## config.mk

```make
export PLATFORM = sky130hd
export DESIGN_NAME = bus_arbiter
export DESIGN_NICKNAME = d
export VERILOG_FILES = /design/src/rtl/bus_arb_pkg.sv /design/src/rtl/prio_encoder.sv /design/src/rtl/grant_decoder.sv /design/src/rtl/master_ctrl.sv /design/src/rtl/bus_arbiter.sv
export SDC_FILE = /design/constraint.sdc
export NUM_CORES = 1
export LEC_CHECK = 0
export BUFFER_PORTS_ARGS = -buffer_cell sky130_fd_sc_hd__buf_2
export CORE_ASPECT_RATIO = 0.7
export CORE_MARGIN = 5
export CORE_UTILIZATION = 36
export CTS_CLUSTER_SIZE = 24
export DETAILED_ROUTE_END_ITERATION = 7
export PLACE_DENSITY = 0.58
export SETUP_SLACK_MARGIN = 0.3
export SLEW_MARGIN = 20
export SYNTH_ARGS = -nofsm -noshare
export SYNTH_HDL_FRONTEND = slang
export SYNTH_SLANG_ARGS = --single-unit
```

## constraint.sdc

```tcl
create_clock -name clk -period 1.6 [get_ports clk]
set_input_delay 0.32 -clock clk [delete_from_list [all_inputs] [get_ports clk]]
set_output_delay 0.32 -clock clk [all_outputs]
set_load 0.005 [all_outputs]
```

## src/rtl/bus_arb_pkg.sv

```systemverilog
package bus_arb_pkg;

    localparam int ARB_MASTERS = 8;

    typedef enum logic [2:0] {
        ST_IDLE      = 3'd0,
        ST_REQUEST   = 3'd1,
        ST_WAIT_IDLE = 3'd2,
        ST_OWN       = 3'd3,
        ST_RELEASE   = 3'd4
    } acq_state_e;

    function automatic int idx_width(input int n);
        return (n > 1) ? $clog2(n) : 1;
    endfunction

endpackage

```

## src/rtl/prio_encoder.sv

```systemverilog
module prio_encoder #(
    parameter int N     = bus_arb_pkg::ARB_MASTERS,
    parameter int IDX_W = bus_arb_pkg::idx_width(N)
) (
    input  logic [N-1:0]     req_n_i,
    output logic [IDX_W-1:0] code_o,
    output logic             valid_o
);
    always_comb begin
        code_o  = '0;
        valid_o = 1'b0;
        for (int i = N - 1; i >= 0; i--) begin
            if (!req_n_i[i]) begin
                code_o  = IDX_W'(i);
                valid_o = 1'b1;
            end
        end
    end
endmodule

```

## src/rtl/grant_decoder.sv

```systemverilog
module grant_decoder #(
    parameter int N     = bus_arb_pkg::ARB_MASTERS,
    parameter int IDX_W = bus_arb_pkg::idx_width(N)
) (
    input  logic [IDX_W-1:0] code_i,
    input  logic             valid_i,
    output logic [N-1:0]     grant_n_o
);
    for (genvar g = 0; g < N; g++) begin : g_line
        assign grant_n_o[g] = !(valid_i && (code_i == IDX_W'(g)));
    end
endmodule

```

## src/rtl/master_ctrl.sv

```systemverilog
module master_ctrl
    import bus_arb_pkg::*;
(
    input  logic clk,
    input  logic rst,
    input  logic want_i,
    input  logic lock_i,
    input  logic done_i,
    input  logic grant_n_i,
    input  logic busy_n_i,
    output logic breq_n_o,
    output logic busy_drv_n_o,
    output logic own_o
);
    acq_state_e st;

    always_ff @(posedge clk) begin
        if (rst) begin
            st <= ST_IDLE;
        end else begin
            unique case (st)
                ST_IDLE: begin
                    if (want_i) st <= ST_REQUEST;
                end
                ST_REQUEST, ST_WAIT_IDLE: begin
                    if (!grant_n_i && busy_n_i) st <= ST_OWN;
                    else if (!grant_n_i)        st <= ST_WAIT_IDLE;
                    else                        st <= ST_REQUEST;
                end
                ST_OWN: begin
                    if (done_i && !lock_i) st <= ST_RELEASE;
                end
                ST_RELEASE: st <= ST_IDLE;
                default:    st <= ST_IDLE;
            endcase
        end
    end

    assign own_o        = (st == ST_OWN);
    assign busy_drv_n_o = !(st == ST_OWN);
    assign breq_n_o     = !(st == ST_REQUEST || st == ST_WAIT_IDLE || st == ST_OWN);

    AST_TAKE_NEEDS_IDLE: assert property (@(posedge clk) disable iff (rst)
        $rose(own_o) |-> $past(!grant_n_i && busy_n_i));
    AST_LOCK_HOLDS: assert property (@(posedge clk) disable iff (rst)
        (own_o && lock_i) |=> own_o);
    AST_UNLOCK_RELEASE: assert property (@(posedge clk) disable iff (rst)
        (own_o && done_i && !lock_i) |=> (!own_o && breq_n_o && busy_drv_n_o));
    AST_NOT_OWNER_DONE: assert property (@(posedge clk) disable iff (rst)
        (!own_o && busy_drv_n_o) |=> (!own_o || $past(!grant_n_i)));
endmodule

```

## src/rtl/bus_arbiter.sv

```systemverilog
module bus_arbiter #(
    parameter int N = bus_arb_pkg::ARB_MASTERS
) (
    input  logic         clk,
    input  logic         rst,
    input  logic [N-1:0] want_i,
    input  logic [N-1:0] lock_i,
    input  logic [N-1:0] done_i,
    output logic [N-1:0] breq_n_o,
    output logic [N-1:0] bprn_n_o,
    output logic         busy_n_o,
    output logic [N-1:0] own_o
);
    localparam int IDX_W = bus_arb_pkg::idx_width(N);

    logic [IDX_W-1:0] win_code;
    logic             win_valid;
    logic [N-1:0]     busy_drv_n;

    prio_encoder #(.N(N), .IDX_W(IDX_W)) u_enc (
        .req_n_i (breq_n_o),
        .code_o  (win_code),
        .valid_o (win_valid)
    );

    grant_decoder #(.N(N), .IDX_W(IDX_W)) u_dec (
        .code_i    (win_code),
        .valid_i   (win_valid),
        .grant_n_o (bprn_n_o)
    );

    for (genvar m = 0; m < N; m++) begin : g_master
        master_ctrl u_ctrl (
            .clk          (clk),
            .rst          (rst),
            .want_i       (want_i[m]),
            .lock_i       (lock_i[m]),
            .done_i       (done_i[m]),
            .grant_n_i    (bprn_n_o[m]),
            .busy_n_i     (busy_n_o),
            .breq_n_o     (breq_n_o[m]),
            .busy_drv_n_o (busy_drv_n[m]),
            .own_o        (own_o[m])
        );
    end

    assign busy_n_o = &busy_drv_n;

    AST_ONE_GRANT: assert property (@(posedge clk) disable iff (rst)
        $onehot0(~bprn_n_o));
    AST_GRANT_NEEDS_REQ: assert property (@(posedge clk) disable iff (rst)
        ((~bprn_n_o) & breq_n_o) == '0);
    AST_ONE_OWNER: assert property (@(posedge clk) disable iff (rst)
        $onehot0(own_o));
    AST_BUSY_MATCH: assert property (@(posedge clk) disable iff (rst)
        busy_n_o == (own_o == '0));
endmodule

```

==> out/results.ini <==
[place]
dp_cells = 303
gp_congestion = 0.814
pre_cts_slack_ns = 0.0458
portBuffers = 50
place_area_sq_mm = 0.00195
hpwl_microns = 3380

[yosys]
ys_seq_elements = 24
synth_top_area_share_pct = 29.6
synth_edf_count = 0
ys.flop_type = dfxtp_1
synthArstFlopShare_pct = 0
synth.cell_area_sq_mm = 0.00163
synth_nets = 229
synth_area_leaders = dfxtp_1 (30%), buf_4 (11%), and3b_1 (4.8%)
yosys_warnings = 0
yosysTopAreaCell = dfxtp_1
synthDistinctLibCells = 45
synth_cells = 203
synth-seq-area-share_pct = 29.6
syn_avg_cell_area_sq_um = 8.01

[timing]
setup_ws_ns = -0.210
fmax_mhz = 553
finClkSkew_ns = 0.00160
hold_ws_ns = 0.215
setup_viol = 15
finalMaxSlewViolations = 0
period_share_pct = 113
max-slew-margin-rel_pct = 54.6
rsz0062_at_grt = yes
tightest_slew_ns = 0.672
hold_violations = 0
period_needed_ns = 1.81

[layout]
drive_above_1_share_pct = 65.2
reg_top3 = g_master.u_ctrl.st x24
multi_input_comb_area_sq_mm = 0.00113
ff_latch_area_sq_um = 533
top_register = g_master.u_ctrl.st
fill_cells = 357
num-nets-final = 320
largest_register_ffs = 24
diodes = 0
instances_no_fill = 348
postLayoutCellArea_sq_mm = 0.00277
area.growth.synth_to_final_pct = 70.4

[route]
wl_microns = 5390
drc = 0
postRouteAntennaNets = 0
wl_per_cell_microns = 15.5
via_per_inst = 5.10
dr.pass1.iters = 4
vias = 1774
drt-initial-drc-count = 69

[power]
ir_drop_uv = 364
p_per_area_mw_per_mm2 = 722
leakage_nw = 1.23
total_power_mw = 2.00

[die]
row_count = 20
io_pins = 51
die_h_microns = 66.2
die_area_sq_mm = 0.00598
core_region_area_sq_mm = 0.00435
fp.dieW_microns = 90.3
start_util_pct = 37.3

[worst_hold_path]
min_path_type = in2reg

[cts]
clock-sinks = 24
cts_tree = yes
cts_buffers = 3
clock_latency_ns = 0.27
clk_path_buf_depth = 2
htreeDepth = 1
root_buffer = clkbuf_8
clk_pin_slew_ns = 0.09

[setup_path]
worst_setup_path_end_kind = primary output
slowest_delay_ns = 0.35
crit_chain = o21ba_4, inv_2, and4_4, and3_4, inv_2, buf_6
critPathKind = reg2out
worstSetupStartpointType = flop
arrival_ns = 1.49
critPathRequiredTime_ns = 1.28
cp_common_cell = inv_2
cp_max_fo = 5
cpMaxStageDelayCell = dfxtp_2

[run]
max_cap_viol_count = 0

[grt]
antenna_found_initial = 0
grt_pass1_vias = 1575
grt_usage_pct = 15.7
grt_pass1_wl_microns = 7670
grt_start_max_net_pins = 19
gr-total-overflow = 0

[run_status]
outcome = complete, but fails checks
violations = negative setup slack

layout make-up:
class / count / area share [%]
multi-input combinational: 137 / 40.9
timing repair buffer: 114 / 33.2
sequential: 24 / 19.2
tap: 55 / 2.49
inverter: 14 / 2.17
clock buffer: 4 / 1.99
critical path: cells and delay by family (launching register included):
kind / cells / cell delay [ns]
flops: 1 / 0.35
simple gates: 2 / 0.45
buf+inv: 3 / 0.19
compound gates: 1 / 0.22
metal layers:
| metal | share of wire, % | vias up | GRT usage [%] |
|---|---|---|---|
| li1 | - | 903 | - |
| met1 | 45 | 813 | 21.1 |
| met2 | 47 | 48 | 24.5 |
| met3 | 5.7 | 10 | 4.66 |
| met4 | 2.2 | 0 | 3.90 |
| met5 | 0 | - | 0 |
worst paths after layout:
path / from / endpoint / slack [ns] / depth (start not counted)
worst max-delay path: g_master[0].u_ctrl.st[1]$_SDFFE_PP0P_ / bprn_n_o[5] / -0.21 / 6
worst min-delay path: lock_i[7] / g_master[7].u_ctrl.st[2]$_SDFFE_PP0P_ / 0.21 / 2
worst max register to register: g_master[0].u_ctrl.st[2]$_SDFFE_PP0P_ / g_master[3].u_ctrl.st[0]$_SDFFE_PP0P_ / -0.08 / 8
worst min register to register: g_master[2].u_ctrl.st[2]$_SDFFE_PP0P_ / g_master[2].u_ctrl.st[2]$_SDFFE_PP0P_ / 0.45 / 1
what timing repair did:
item	in CTS	in global routing
gates cloned	0	0
endpoints found under the setup margin	34	34
pin swaps	14	17
resized for setup	63	44
buffers inserted	20	21
hold buffers	0	0
kinds of logic (layout without fill, tap and decap cells):
group,count (synthesis),count (layout),synth area share [%]
flops,24,24,29.6
compound gates,46,46,20.5
xor+xnor,2,2,1.08
simple gates,89,89,33.1
buf+inv,42,132,15.8
per-stage QoR:
stage          utilization (%)  TNS (ns)
2_1_floorplan                -         0
3_3_place_gp              44.9         0
3_5_place_dp              44.9         0
4_1_cts                   54.4     -1.23
5_1_grt                   63.6     -2.43
6_report                  63.6     -1.54
power by group:
group | total (mW) | internal [mW] | switching (mW)
logic | 0.909 | 0.508 | 0.401
registers | 0.670 | 0.632 | 0.0377
clock network | 0.421 | 0.220 | 0.201
cells in the final DEF, fill, tap and decap left out, drive strengths merged, types with 5 or more instances in the layout:
| master | instances |
|---|---|
| buf | 114 |
| dfxtp | 24 |
| nor2 | 16 |
| inv | 14 |
| nand2 | 13 |
| and3b | 9 |
| a21oi | 8 |
| nor3 | 7 |
| or3 | 6 |
| o21ba | 5 |
| nand3 | 5 |
| nand3b | 5 |
| a31oi | 5 |
| nand2b | 5 |
| nor4 | 5 |
| o21ai | 5 |
synth_stat cells, types with 2 or more instances:
| master | number |
|---|---|
| a21boi_1 | 3 |
| a21oi_1 | 8 |
| a311oi_1 | 2 |
| a31oi_1 | 5 |
| and2_1 | 2 |
| and3_1 | 4 |
| and3b_1 | 9 |
| buf_4 | 24 |
| clkbuf_1 | 2 |
| dfxtp_1 | 24 |
| inv_1 | 9 |
| inv_2 | 5 |
| nand2_1 | 13 |
| nand2b_1 | 5 |
| nand3_1 | 5 |
| nand3b_1 | 5 |
| nand4_1 | 4 |
| nor2_1 | 16 |
| nor2b_1 | 3 |
| nor3_1 | 7 |
| nor3b_1 | 2 |
| nor4_1 | 3 |
| nor4_4 | 2 |
| nor4b_1 | 2 |
| o211ai_1 | 4 |
| o21ai_0 | 2 |
| o21ai_1 | 3 |
| o21ba_2 | 4 |
| o21bai_1 | 3 |
| o31ai_1 | 3 |
| or3_1 | 6 |
Note: power is estimated with default switching activity, not from simulation.
